==> src/rtl/eep_pkg.sv <==
package eep_pkg;

  typedef enum logic [3:0] {
    S_IDLE,
    S_DEV,
    S_DEVACK,
    S_WORD,
    S_WORDACK,
    S_WR,
    S_WRACK,
    S_RD,
    S_RDACK
  } bus_st_e;

  localparam logic [3:0] MEM_TYPE  = 4'b1010;
  localparam logic [3:0] CMD_TYPE  = 4'b0110;
  localparam logic [2:0] SUB_CLR   = 3'b100;
  localparam logic [2:0] SUB_BANK0 = 3'b110;
  localparam logic [2:0] SUB_BANK1 = 3'b111;

endpackage

==> src/rtl/eep_bus_sense.sv <==
module eep_bus_sense #(
  parameter int SYNC_STAGES = 2
) (
  input  logic clk,
  input  logic rst_n,
  input  logic scl_i,
  input  logic sda_i,
  output logic sda_s,
  output logic scl_rise,
  output logic scl_fall,
  output logic start_ev,
  output logic stop_ev
);

  logic [SYNC_STAGES-1:0] scl_q, sda_q;
  logic scl_d, sda_d, scl_s;

  assign scl_s = scl_q[SYNC_STAGES-1];
  assign sda_s = sda_q[SYNC_STAGES-1];

  always_ff @(posedge clk or negedge rst_n) begin
    if (!rst_n) begin
      scl_q <= '1;
      sda_q <= '1;
      scl_d <= 1'b1;
      sda_d <= 1'b1;
    end else begin
      scl_q <= {scl_q[SYNC_STAGES-2:0], scl_i};
      sda_q <= {sda_q[SYNC_STAGES-2:0], sda_i};
      scl_d <= scl_s;
      sda_d <= sda_s;
    end
  end

  assign scl_rise = scl_s & ~scl_d;
  assign scl_fall = ~scl_s & scl_d;
  assign start_ev = scl_s & scl_d & sda_d & ~sda_s;
  assign stop_ev  = scl_s & scl_d & ~sda_d & sda_s;

endmodule

==> src/rtl/eep_page_store.sv <==
module eep_page_store #(
  parameter int PAGE_BYTES  = 16,
  parameter int BUSY_CYCLES = 5000,
  parameter int ARR_W       = 9,
  parameter int QW          = 2
) (
  input  logic                            clk,
  input  logic                            rst_n,
  input  logic                            buf_clr,
  input  logic                            buf_we,
  input  logic [$clog2(PAGE_BYTES)-1:0]   buf_idx,
  input  logic [7:0]                      buf_din,
  input  logic                            commit_go,
  input  logic [ARR_W-$clog2(PAGE_BYTES)-1:0] page_sel,
  input  logic                            wp_i,
  input  logic [(1<<QW)-1:0]              prot,
  input  logic [ARR_W-1:0]                rd_addr,
  output logic [7:0]                      rd_data,
  output logic                            busy
);

  localparam int DEPTH = 1 << ARR_W;
  localparam int IDX_W = $clog2(PAGE_BYTES);
  localparam int CNT_W = $clog2(BUSY_CYCLES + 1);
  localparam logic [IDX_W:0] PAGE_END = (IDX_W+1)'(PAGE_BYTES);

  logic [7:0]            arr [DEPTH];
  logic [7:0]            pbuf [PAGE_BYTES];
  logic [PAGE_BYTES-1:0] pvalid, pvalid_n;
  logic [CNT_W-1:0]      cnt, cnt_n;
  logic [IDX_W:0]        cidx, cidx_n;
  logic [ARR_W-1:0]      waddr;
  logic                  arr_we;

  assign busy    = (cnt != '0);
  assign rd_data = arr[rd_addr];

  always_comb begin
    waddr    = {page_sel, cidx[IDX_W-1:0]};
    arr_we   = busy && (cidx < PAGE_END) && pvalid[cidx[IDX_W-1:0]] &&
               !wp_i && !prot[waddr[ARR_W-1 -: QW]];
    pvalid_n = pvalid;
    if (buf_clr)     pvalid_n = '0;
    else if (buf_we) pvalid_n[buf_idx] = 1'b1;
    cnt_n  = cnt;
    cidx_n = cidx;
    if (commit_go) begin
      cnt_n  = CNT_W'(BUSY_CYCLES);
      cidx_n = '0;
    end else if (busy) begin
      cnt_n = cnt - 1'b1;
      if (cidx < PAGE_END) cidx_n = cidx + 1'b1;
    end
  end

  always_ff @(posedge clk or negedge rst_n) begin
    if (!rst_n) begin
      pvalid <= '0;
      cnt    <= '0;
      cidx   <= PAGE_END;
    end else begin
      pvalid <= pvalid_n;
      cnt    <= cnt_n;
      cidx   <= cidx_n;
    end
  end

  always_ff @(posedge clk) begin
    if (buf_we) pbuf[buf_idx] <= buf_din;
  end

  always_ff @(posedge clk) begin
    if (arr_we) arr[waddr] <= pbuf[cidx[IDX_W-1:0]];
  end

  // the page is fully drained before the busy window closes
  assert_drain_in_window_R9: assert property (@(posedge clk) disable iff (!rst_n)
    (cidx < PAGE_END) |-> busy);

  // no new buffer fill can overlap a commit
  assert_no_fill_while_busy_R9: assert property (@(posedge clk) disable iff (!rst_n)
    busy |-> !buf_we);

endmodule

==> src/rtl/eep_bank_ctrl.sv <==
module eep_bank_ctrl
  import eep_pkg::*;
#(
  parameter int PAGE_BYTES  = 16,
  parameter int BUSY_CYCLES = 5000,
  parameter int SYNC_STAGES = 2
) (
  input  logic       clk,
  input  logic       rst_n,
  input  logic       scl_i,
  input  logic       sda_i,
  input  logic [2:0] dev_sel_i,
  input  logic       wp_i,
  output logic       sda_oe_o
);

  localparam int WORD_W   = 8;
  localparam int BANKS    = 2;
  localparam int ARR_W    = WORD_W + $clog2(BANKS);
  localparam int IDX_W    = $clog2(PAGE_BYTES);
  localparam int QW       = $clog2(BANKS) + 1;
  localparam int QUARTERS = 1 << QW;

  logic [1:0] rst_q;
  logic       srst_n;

  always_ff @(posedge clk or negedge rst_n) begin
    if (!rst_n) rst_q <= '0;
    else        rst_q <= {rst_q[0], 1'b1};
  end
  assign srst_n = rst_q[1];

  logic sda_s, scl_rise, scl_fall, start_ev, stop_ev;

  eep_bus_sense #(.SYNC_STAGES(SYNC_STAGES)) sense_i (
    .clk(clk), .rst_n(srst_n), .scl_i(scl_i), .sda_i(sda_i),
    .sda_s(sda_s), .scl_rise(scl_rise), .scl_fall(scl_fall),
    .start_ev(start_ev), .stop_ev(stop_ev)
  );

  bus_st_e             st, st_n;
  logic [3:0]          bitcnt, bitcnt_n;
  logic [7:0]          shreg, sh_n;
  logic [WORD_W-1:0]   ptr, ptr_n;
  logic                bank, bank_n;
  logic                rw_q, rw_n, cmd_q, cmd_n, oe_q, oe_n;
  logic                wpend, wpend_n, mnack, mnack_n;
  logic [QUARTERS-1:0] prot, prot_n;
  logic                buf_clr, buf_we, commit_go, cmd_ok, busy;
  logic [7:0]          rd_data;
  logic [3:0]          dtype;
  logic [2:0]          dsub;

  assign dtype    = shreg[7:4];
  assign dsub     = shreg[3:1];
  assign sda_oe_o = oe_q;

  eep_page_store #(
    .PAGE_BYTES(PAGE_BYTES), .BUSY_CYCLES(BUSY_CYCLES), .ARR_W(ARR_W), .QW(QW)
  ) store_i (
    .clk(clk), .rst_n(srst_n), .buf_clr(buf_clr), .buf_we(buf_we),
    .buf_idx(ptr[IDX_W-1:0]), .buf_din(shreg), .commit_go(commit_go),
    .page_sel({bank, ptr[WORD_W-1:IDX_W]}), .wp_i(wp_i), .prot(prot),
    .rd_addr({bank, ptr}), .rd_data(rd_data), .busy(busy)
  );

  always_comb begin
    st_n = st; bitcnt_n = bitcnt; sh_n = shreg; ptr_n = ptr; bank_n = bank;
    rw_n = rw_q; cmd_n = cmd_q; oe_n = oe_q; wpend_n = wpend; mnack_n = mnack;
    prot_n = prot; buf_clr = 1'b0; buf_we = 1'b0; commit_go = 1'b0; cmd_ok = 1'b0;
    if (stop_ev) begin
      st_n = S_IDLE; oe_n = 1'b0; commit_go = wpend; wpend_n = 1'b0;
    end else if (start_ev) begin
      st_n = S_DEV; bitcnt_n = '0; oe_n = 1'b0;
    end else begin
      case (st)
        S_DEV, S_WORD, S_WR: begin
          if (scl_rise) begin
            sh_n = {shreg[6:0], sda_s};
            bitcnt_n = bitcnt + 4'd1;
          end else if (scl_fall && bitcnt == 4'd8) begin
            if (st == S_DEV) begin
              if (busy) begin
                st_n = S_IDLE;
              end else if (dtype == MEM_TYPE && dsub == dev_sel_i) begin
                oe_n = 1'b1; rw_n = shreg[0]; cmd_n = 1'b0; st_n = S_DEVACK;
              end else if (dtype == CMD_TYPE) begin
                if (!shreg[0]) begin
                  if (!dsub[2]) begin
                    prot_n[dsub[QW-1:0]] = 1'b1; cmd_ok = 1'b1;
                  end else if (dsub == SUB_CLR && !wp_i) begin
                    prot_n = '0; cmd_ok = 1'b1;
                  end else if (dsub == SUB_BANK0) begin
                    bank_n = 1'b0; cmd_ok = 1'b1;
                  end else if (dsub == SUB_BANK1) begin
                    bank_n = 1'b1; cmd_ok = 1'b1;
                  end
                end else if (dsub == SUB_BANK0 && !bank) begin
                  cmd_ok = 1'b1;
                end
                oe_n  = cmd_ok;
                cmd_n = 1'b1;
                st_n  = cmd_ok ? S_DEVACK : S_IDLE;
              end else begin
                st_n = S_IDLE;
              end
            end else if (st == S_WORD) begin
              ptr_n = shreg; buf_clr = 1'b1; oe_n = 1'b1; st_n = S_WORDACK;
            end else begin
              buf_we = 1'b1; wpend_n = 1'b1; oe_n = 1'b1; st_n = S_WRACK;
              ptr_n = {ptr[WORD_W-1:IDX_W], ptr[IDX_W-1:0] + 1'b1};
            end
          end
        end
        S_DEVACK: if (scl_fall) begin
          bitcnt_n = '0;
          if (cmd_q) begin
            oe_n = 1'b0; st_n = S_IDLE;
          end else if (rw_q) begin
            sh_n = rd_data; oe_n = ~rd_data[7]; st_n = S_RD;
          end else begin
            oe_n = 1'b0; st_n = S_WORD;
          end
        end
        S_WORDACK, S_WRACK: if (scl_fall) begin
          oe_n = 1'b0; bitcnt_n = '0; st_n = S_WR;
        end
        S_RD: if (scl_fall) begin
          if (bitcnt == 4'd7) begin
            oe_n = 1'b0; ptr_n = ptr + 1'b1; st_n = S_RDACK;
          end else begin
            bitcnt_n = bitcnt + 4'd1;
            sh_n = {shreg[6:0], 1'b0};
            oe_n = ~shreg[6];
          end
        end
        S_RDACK: begin
          if (scl_rise) begin
            mnack_n = sda_s;
          end else if (scl_fall) begin
            if (mnack) begin
              st_n = S_IDLE;
            end else begin
              sh_n = rd_data; oe_n = ~rd_data[7]; bitcnt_n = '0; st_n = S_RD;
            end
          end
        end
        default: ;
      endcase
    end
  end

  always_ff @(posedge clk or negedge srst_n) begin
    if (!srst_n) begin
      st <= S_IDLE; bitcnt <= '0; shreg <= '0; ptr <= '0; bank <= 1'b0;
      rw_q <= 1'b0; cmd_q <= 1'b0; oe_q <= 1'b0; wpend <= 1'b0;
      mnack <= 1'b0; prot <= '0;
    end else begin
      st <= st_n; bitcnt <= bitcnt_n; shreg <= sh_n; ptr <= ptr_n; bank <= bank_n;
      rw_q <= rw_n; cmd_q <= cmd_n; oe_q <= oe_n; wpend <= wpend_n;
      mnack <= mnack_n; prot <= prot_n;
    end
  end

  // line released whenever no transfer is addressed here
  assert_idle_released_R2: assert property (@(posedge clk) disable iff (!srst_n)
    (st == S_IDLE) |-> !oe_q);

  // an address acknowledge never comes out of the busy window
  assert_busy_nack_R9: assert property (@(posedge clk) disable iff (!srst_n)
    (st == S_DEVACK && $past(st) == S_DEV && !cmd_q) |-> !$past(busy));

  // the bank only moves on a decoded command byte
  assert_bank_by_cmd_R5: assert property (@(posedge clk) disable iff (!srst_n)
    (bank != $past(bank)) |-> ($past(st) == S_DEV && !$past(busy)));

  // protection is removed only with the pin low
  assert_clear_pin_low_R8: assert property (@(posedge clk) disable iff (!srst_n)
    (|($past(prot) & ~prot)) |-> !$past(wp_i));

endmodule

==> config.mk <==
export PLATFORM = sky130hd
export DESIGN_NAME = eep_bank_ctrl
export DESIGN_NICKNAME = d
export VERILOG_FILES = /design/src/rtl/eep_pkg.sv /design/src/rtl/eep_bus_sense.sv /design/src/rtl/eep_page_store.sv /design/src/rtl/eep_bank_ctrl.sv
export SDC_FILE = /design/constraint.sdc
export NUM_CORES = 2
export LEC_CHECK = 0
export BUFFER_PORTS_ARGS = -buffer_cell sky130_fd_sc_hd__buf_2
export CAP_MARGIN = 15
export CORE_AREA = 2 2 588 590
export CTS_CLUSTER_DIAMETER = 50
export DETAILED_ROUTE_END_ITERATION = 10
export DIE_AREA = 0 0 590 592
export HOLD_SLACK_MARGIN = 0.12
export PLACE_DENSITY = 0.61
export REMOVE_ABC_BUFFERS = 1
export SYNTH_ARGS = -nofsm -noshare
export SYNTH_HDL_FRONTEND = slang
export SYNTH_MEMORY_MAX_BITS = 65536
export SYNTH_SLANG_ARGS = --single-unit
==> constraint.sdc <==
create_clock -name clk -period 5.5 [get_ports clk]
set_input_delay 1.1 -clock clk [delete_from_list [all_inputs] [get_ports clk]]
set_output_delay 1.1 -clock clk [all_outputs]
set_load 0.01 [all_outputs]
# ---- Yosys cells after proc, flatten, opt, wreduce, memory -nomap -nowiden
# Memories as Yosys holds them, arrays and structs flattened.
# Cells that the tools add are included.
dict set report classes {
  addsub 5
  magnitude_cmp 7
  n_reduce_logical 41
  n_mux 126
  bitwise_logic 22
  n_eq_ne 53
}
# cell n
set ops {}
lappend ops {{8-bit 2-to-1 mux} 15}
lappend ops {{4-bit 2-to-1 mux} 21}
lappend ops {{1-bit 2-to-1 mux} 66}
lappend ops {{4-bit by 2-bit != test with 1-bit output, second input constant} 9}
lappend ops {{16-bit 2-to-1 mux} 2}
lappend ops {{8-bit case mux with 4 select lines} 1}
lappend ops {{2-bit != test, second input constant} 15}
lappend ops {{9-bit AND reduction} 3}
lappend ops {{13-bit 2-to-1 mux} 2}
lappend ops {{4-bit by 3-bit equality test with 1-bit output, second input constant} 6}
lappend ops {{8-bit AND reduction} 3}
lappend ops {{11-bit AND reduction} 2}
lappend ops {{4-bit case mux with 5 select lines} 1}
lappend ops {{3-bit by 2-bit != test with 1-bit output, second input constant} 6}
lappend ops {{16-bit bitwise OR} 1}
lappend ops {{4-bit case mux with 4 select lines} 1}
lappend ops {{8-bit case mux with 2 select lines} 1}
lappend ops {{2-bit nonzero test} 8}
lappend ops {{5-bit 2-to-1 mux} 3}
lappend ops {{1-bit inverter} 13}
lappend ops {{13-bit AND reduction} 1}
lappend ops {{13-bit nonzero test} 1}
lappend ops {{13-bit by 1-bit subtractor with 13-bit output, second input constant} 1}
lappend ops {{4-bit equality test, second input constant} 3}
lappend ops {{36 further kinds} 69}
dict set report word_totals {
  input_bits 8
  wordCells 276
  memories 2
  output_inout_bits 1
  mem_bits_rw 4224
  regBits 76
}
# memory words width rd rd_clocked_by_memory_dff write_ports line
set mem_list {}
lappend mem_list {store_i.arr 512 8 1 0 1 eep_page_store.sv:27} ;# logic [7:0] arr [DEPTH];
lappend mem_list {store_i.pbuf 16 8 1 0 1 eep_page_store.sv:28} ;# logic [7:0] pbuf [PAGE_BYTES];

# ---- Logic depth before layout (Yosys ltp)
dict set report depth {
  depth_word 25
  ltp_mapped 13
  ltp_nobuf 10
}

# ---- Hierarchy
# Synthesis repeated with hierarchy kept, for this count alone.
dict set report unflattened {
  hier_cells 8755
  area_unflattened_um2 170106.9
}
# module cells_per_inst seq_area_each_um2 area_per_inst_um2 n_inst
set by_module_without_submodules {}
lappend by_module_without_submodules {eep_page_store 8467 127693.7 167400.6 1}
lappend by_module_without_submodules {eep_bank_ctrl 278 900.9 2516.2 1}
lappend by_module_without_submodules {eep_bus_sense 10 157.7 190.2 1}

# ---- Worst setup path before layout
# Ideal clock, no wire load.
dict set report synth_path {
  path_kind {flip-flop to flip-flop}
  from {reg store_i.cidx[0]}
  to {mem store_i.arr[0][0], data pin}
  path_slack_ns -0.468
  required_ns 4.597
  setup_time_ns 0.903
  stages_incl_launch_ff 5
  t_arrival_ns 5.065
  n_path_buf 2
  period_less_slack_ns 5.968
  cell_sequence {dfrtp_1 -> buf_4 -> buf_1 -> mux4_2 -> mux4_2}
}
dict set report synth_between {
  elab_chain_cells 1
}
# element line
set synth_lines {}
lappend synth_lines {{start: declaration} eep_page_store.sv:31} ;# logic [IDX_W:0] cidx, cidx_n;
lappend synth_lines {{start signal: assignment} eep_page_store.sv:64} ;# cidx <= cidx_n;
lappend synth_lines {{memory read 16 x 8 bit} --}
lappend synth_lines {{end: declaration} eep_page_store.sv:27}
# Every way passes these cells.

# ---- Worst setup path in the final report
dict set report layout_path {
  from {reg ptr[0]}
  to {reg shreg[0]}
}
dict set report layout_between {
  elab_chain_cells 5
  word_cells_on_any_way 8
  classes_between {7 x mux; 1 x memory}
}
# element line
set layout_lines {}
lappend layout_lines {{start: declaration} eep_bank_ctrl.sv:44} ;# logic [WORD_W-1:0] ptr, ptr_n;
lappend layout_lines {{start signal: assignment} eep_bank_ctrl.sv:159} ;# st <= st_n; bitcnt <= bitcnt_n; shreg <= sh_n; ptr <= ptr_n; bank <= bank_n;
lappend layout_lines {{memory read 512 x 8 bit (*)} --}
lappend layout_lines {{8-bit 2-to-1 mux, on equally long branches} {eep_bank_ctrl.sv:141, eep_bank_ctrl.sv:119}}
lappend layout_lines {{8-bit 2-to-1 mux, on equally long branches} {eep_bank_ctrl.sv:140, eep_bank_ctrl.sv:117}}
lappend layout_lines {{8-bit 2-to-1 mux, on equally long branches} {eep_bank_ctrl.sv:138, eep_bank_ctrl.sv:115}}
lappend layout_lines {{8-bit case mux with 4 select lines (*)} eep_bank_ctrl.sv:76} ;# case (st)
lappend layout_lines {{end signal: assignment} eep_bank_ctrl.sv:159}
lappend layout_lines {{end: declaration} eep_bank_ctrl.sv:43} ;# logic [7:0] shreg, sh_n;
# Every way passes the cells marked *; elsewhere a longest branch is shown, timed or not. The select of a mux whose other input is x is not followed.
# A chain may end at the register's enable or synchronous reset.

==> metrics.log <==
[metrics] most used standard cell by instance count after synthesis: sky130_fd_sc_hd__edfxtp_1
[metrics] FF+latch count, synth: 4300
[metrics] EDFF count, synth: 4224
[metrics] area share of the leading cell type in the synthesized netlist: 75.81%
[metrics] main flop type after synthesis: sky130_fd_sc_hd__edfxtp_1
[metrics] Switch Pwr: 37.32 mW
[metrics] kind of end point of the critical path: flop
[metrics] 1st-iter DRT viols: 12560
[metrics] final cycle utilization of the critical path: 98.52%
[metrics] kind of critical path: reg -> reg
[metrics] Die X-Extent: 590 um
[metrics] WL per Instance: 35.28 um
[metrics] count of boundary I/O pins: 9
[metrics] number of antenna violations at the first check in global routing: 22
[metrics] Final TNS setup: 0 ns
[metrics] Site Rows: 215
[metrics] Placer Congestion: 0.9180
[metrics] Reg clk slew, reported paths: 0.06 ns
[metrics] fraction of power spent switching nets: 33.58%
[metrics] dpl cells: 12320
[metrics] vias post-DR: 84890
[metrics] leakage power: 59.12 nW
[metrics] number of distinct library cell variants in the gate-level netlist after synthesis: 82
[metrics] RSZ-0062 raised after global routing: no
[metrics] routed wire length: 464800 um
[metrics] Pwr per Cell Area: 587.8 nW/um^2
[metrics] synth warn: 0
[metrics] total clock buffers created by CTS: 453
[metrics] slew at the pin with the worst max-slew slack: 1.306 ns
[metrics] mean area per synthesized cell: 21.17 um^2
[metrics] sinks on the clock net: 4300
[metrics] count of placed standard cells in the final layout, fillers left out: 13170
[metrics] Area contributors post-synth: sky130_fd_sc_hd__edfxtp_1 (76%), sky130_fd_sc_hd__mux4_2 (14%), sky130_fd_sc_hd__nor2_1 (1.4%)
[metrics] Gate Count Post-Synth: 7902
[metrics] crit path launch type: flop
[metrics] count of port buffers added during placement: 8
[metrics] peak fanout along the critical path: 36
[metrics] signed area change from the synthesized netlist to the final layout: 13.01%
[metrics] clock buffer depth: 4
[metrics] mean number of vias per cell: 6.443
[metrics] overflow left after global routing: 0
[metrics] total die area: 349300 um^2
[metrics] fin crit period: 5.418 ns
[metrics] first-pass GRT wire length: 652000 um
[metrics] Post-Synthesis Cell Area: 167300 um^2
[metrics] P_int: 73.82 mW
[metrics] detailed-router iteration count before antenna repair: 9
[metrics] total DRC errors in the routed layout: 0
[metrics] arrival time at the worst endpoint: 6.21 ns
[metrics] placeable core area: 342400 um^2
[metrics] clock root buffer: sky130_fd_sc_hd__clkbuf_16
[metrics] Hold Fails Final Rpt: 0
[metrics] Hold WC Path Type: in -> reg
[metrics] final setup fails: 0
[metrics] maximum ir drop on the vdd rail: 829.7 uV
[metrics] overall track demand over capacity in global routing: 26.47%
[metrics] cell taking the most area after synthesis: sky130_fd_sc_hd__edfxtp_1
[metrics] Core Util, Final: 55.21%
[metrics] worst path required time: 6.29 ns
[metrics] status: completed
[metrics] floorplan die height: 592 um
[metrics] sequential cell fraction of total power: 42.3%
[metrics] Maximum Capacitance Violations: 0
[metrics] antenna violation net count after detailed routing: 0
[metrics] fraction of registers with async set or reset after synthesis: 1.767%
[metrics] buffers inserted during post-CTS setup optimization: 0
[metrics] Design Power: 111.1 mW
[metrics] Total Nets Final: 8245
[metrics] vias in the first global route: 83590
[metrics] clock group share of total power: 27.7%
[metrics] Clk Latency, worst-skew pair: 1.00 ns
[metrics] max-slew violation count: 0
[metrics] Synth top cells by count: sky130_fd_sc_hd__edfxtp_1 (4224), sky130_fd_sc_hd__mux4_2 (1060), sky130_fd_sc_hd__nor2_1 (630), sky130_fd_sc_hd__nand2_1 (232), sky130_fd_sc_hd__mux2i_1 (219)
[metrics] HPWL reported at the end of detailed placement: 285300 um
[metrics] share of final-layout standard cells stronger than drive strength 1: 25.45%
[metrics] fraction of the yosys area taken by sequential cells: 76.96%
[metrics] Starting Density: 48.86%
[metrics] worst-case clock skew: 0.05560 ns
[metrics] CTS H-Tree Depth: 5
[metrics] maximum clock rate: 184.6 MHz
[metrics] Worst slew margin: 10.70%
[metrics] clock tree from TritonCTS: yes
[metrics] maximum number of pins on one net before global-route repair: 221
[metrics] Logic pwr share: 30.0%
per-stage QoR:
step | setup slack (ns) | instance area [um^2] | hold slack [ns]
5_1_grt | 0.1876 | 189100 | 0.2025
6_report | 0.08152 | 189100 | 0.2382
3_5_place_dp | 0.09034 | 173900 | 0.3397
3_3_place_gp | 0.1030 | 173900 | 0.3398
2_1_floorplan | -46.18 | 164700 | 0.3312
4_1_cts | 0.09214 | 189000 | 0.1803
worst paths after layout:
path                                   from                to  slack (ns)  cells after the start
max                                  ptr[0]          shreg[0]        0.08                      8
min                                   scl_i  sense_i.scl_q[0]        0.24                      1
max reg2reg                          ptr[0]          shreg[0]        0.08                      8
min reg2reg                sense_i.sda_q[0]  sense_i.sda_q[1]        0.35                      0
max in group asynchronous          rst_q[1]            ptr[1]        4.15                      1
min in group asynchronous             rst_n          rst_q[1]        0.45                      2
power by group through the flow:
stage	clock (mW)	combinational [mW]	sequential, mW
finish	30.8	33.3	47.0
global route	32.4	34.8	47.0
CTS	31.1	33.3	46.9
detailed placement	0	33.3	47.6
global placement	0	32.6	47.5
floorplan	0	13.5	48.1
cell type report:
type	instances	area, um^2
clock inverters	303	3169
diodes	3	7.507
repair buffers	341	3366
fillers	25420	153400
flip-flops and latches	4300	128800
inverters	19	81.33
well taps	4557	5702
multi-input cells	3111	36100
clock buffers	540	11870
logic make-up after synthesis:
kind of cell	synth area share (%)
AO/OA/AOI/OAI	2.542
XOR/XNOR	0.07853
adder cells (fa/ha/maj)	0.08226
buffers and inverters	1.615
flip-flops	76.96
multiplexers	15.78
other	0.002241
AND/OR/NAND/NOR	2.944
placed cells by master (no fill, tap or decap), types with 12 or more instances in the layout:
master / netlist / routed
sky130_fd_sc_hd__bufinv_16: 0 / 49
sky130_fd_sc_hd__a221oi_1: 31 / 31
sky130_fd_sc_hd__o22ai_1: 59 / 59
sky130_fd_sc_hd__nand2_4: 0 / 12
sky130_fd_sc_hd__a31oi_1: 32 / 32
sky130_fd_sc_hd__o21ai_0: 142 / 142
sky130_fd_sc_hd__clkinv_2: 0 / 75
sky130_fd_sc_hd__and3_1: 13 / 12
sky130_fd_sc_hd__nand3_1: 59 / 55
sky130_fd_sc_hd__nor2b_1: 24 / 21
sky130_fd_sc_hd__clkbuf_1: 161 / 76
sky130_fd_sc_hd__nand2_1: 232 / 219
sky130_fd_sc_hd__edfxtp_1: 4224 / 4224
sky130_fd_sc_hd__nor4_1: 15 / 15
sky130_fd_sc_hd__clkbuf_16: 0 / 462
sky130_fd_sc_hd__nor2_1: 630 / 626
sky130_fd_sc_hd__mux4_2: 1060 / 1052
sky130_fd_sc_hd__inv_1: 17 / 16
sky130_fd_sc_hd__nor3_1: 32 / 29
sky130_fd_sc_hd__buf_12: 0 / 63
sky130_fd_sc_hd__clkinv_4: 0 / 16
sky130_fd_sc_hd__xnor2_1: 12 / 12
sky130_fd_sc_hd__buf_4: 98 / 264
sky130_fd_sc_hd__mux2_2: 30 / 30
sky130_fd_sc_hd__clkinv_1: 1 / 77
sky130_fd_sc_hd__a211oi_1: 16 / 16
sky130_fd_sc_hd__dfrtp_1: 69 / 61
sky130_fd_sc_hd__nand4_1: 35 / 35
sky130_fd_sc_hd__a21oi_1: 106 / 106
sky130_fd_sc_hd__inv_6: 0 / 26
sky130_fd_sc_hd__mux2i_1: 219 / 219
sky130_fd_sc_hd__and2_1: 27 / 26
sky130_fd_sc_hd__a22oi_1: 165 / 165
sky130_fd_sc_hd__clkinvlp_4: 0 / 41
layer usage:
metal,wire (um),track usage [%],vias up
met3,50710,6.881,846
met1,185500,38.22,45590
li1,-,-,33640
met4,16990,8.315,6
met5,46,0,-
met2,211600,39.83,4802
worst max-delay path: stages, from the launching register on:
cell	delay [ns]
sky130_fd_sc_hd__dfrtp_4	0.91
sky130_fd_sc_hd__buf_4	0.71
sky130_fd_sc_hd__mux4_2	0.61
sky130_fd_sc_hd__mux2i_1	0.42
sky130_fd_sc_hd__o21ai_0	0.44
sky130_fd_sc_hd__o22ai_1	0.59
sky130_fd_sc_hd__nand2_1	0.34
sky130_fd_sc_hd__a211oi_1	1.00
sky130_fd_sc_hd__a221oi_1	0.19
timing repair:
action	4_1_cts	5_1_grt
hold endpoints to repair	2	0
endpoints found under the setup margin	0	56
hold buffers	1	0
gates resized for setup	0	3
registers in the layout, indices dropped and copies added (netlist names), 2 cells and up:
signal          cells
bitcnt              4
prot                4
ptr                 8
rst_q               2
sense_i.scl_q       2
sense_i.sda_q       2
shreg               8
st                  4
store_i.arr      4096
store_i.cidx        5
store_i.cnt        13
store_i.pbuf      128
store_i.pvalid     16
Note: power is estimated with default switching activity, not from simulation.
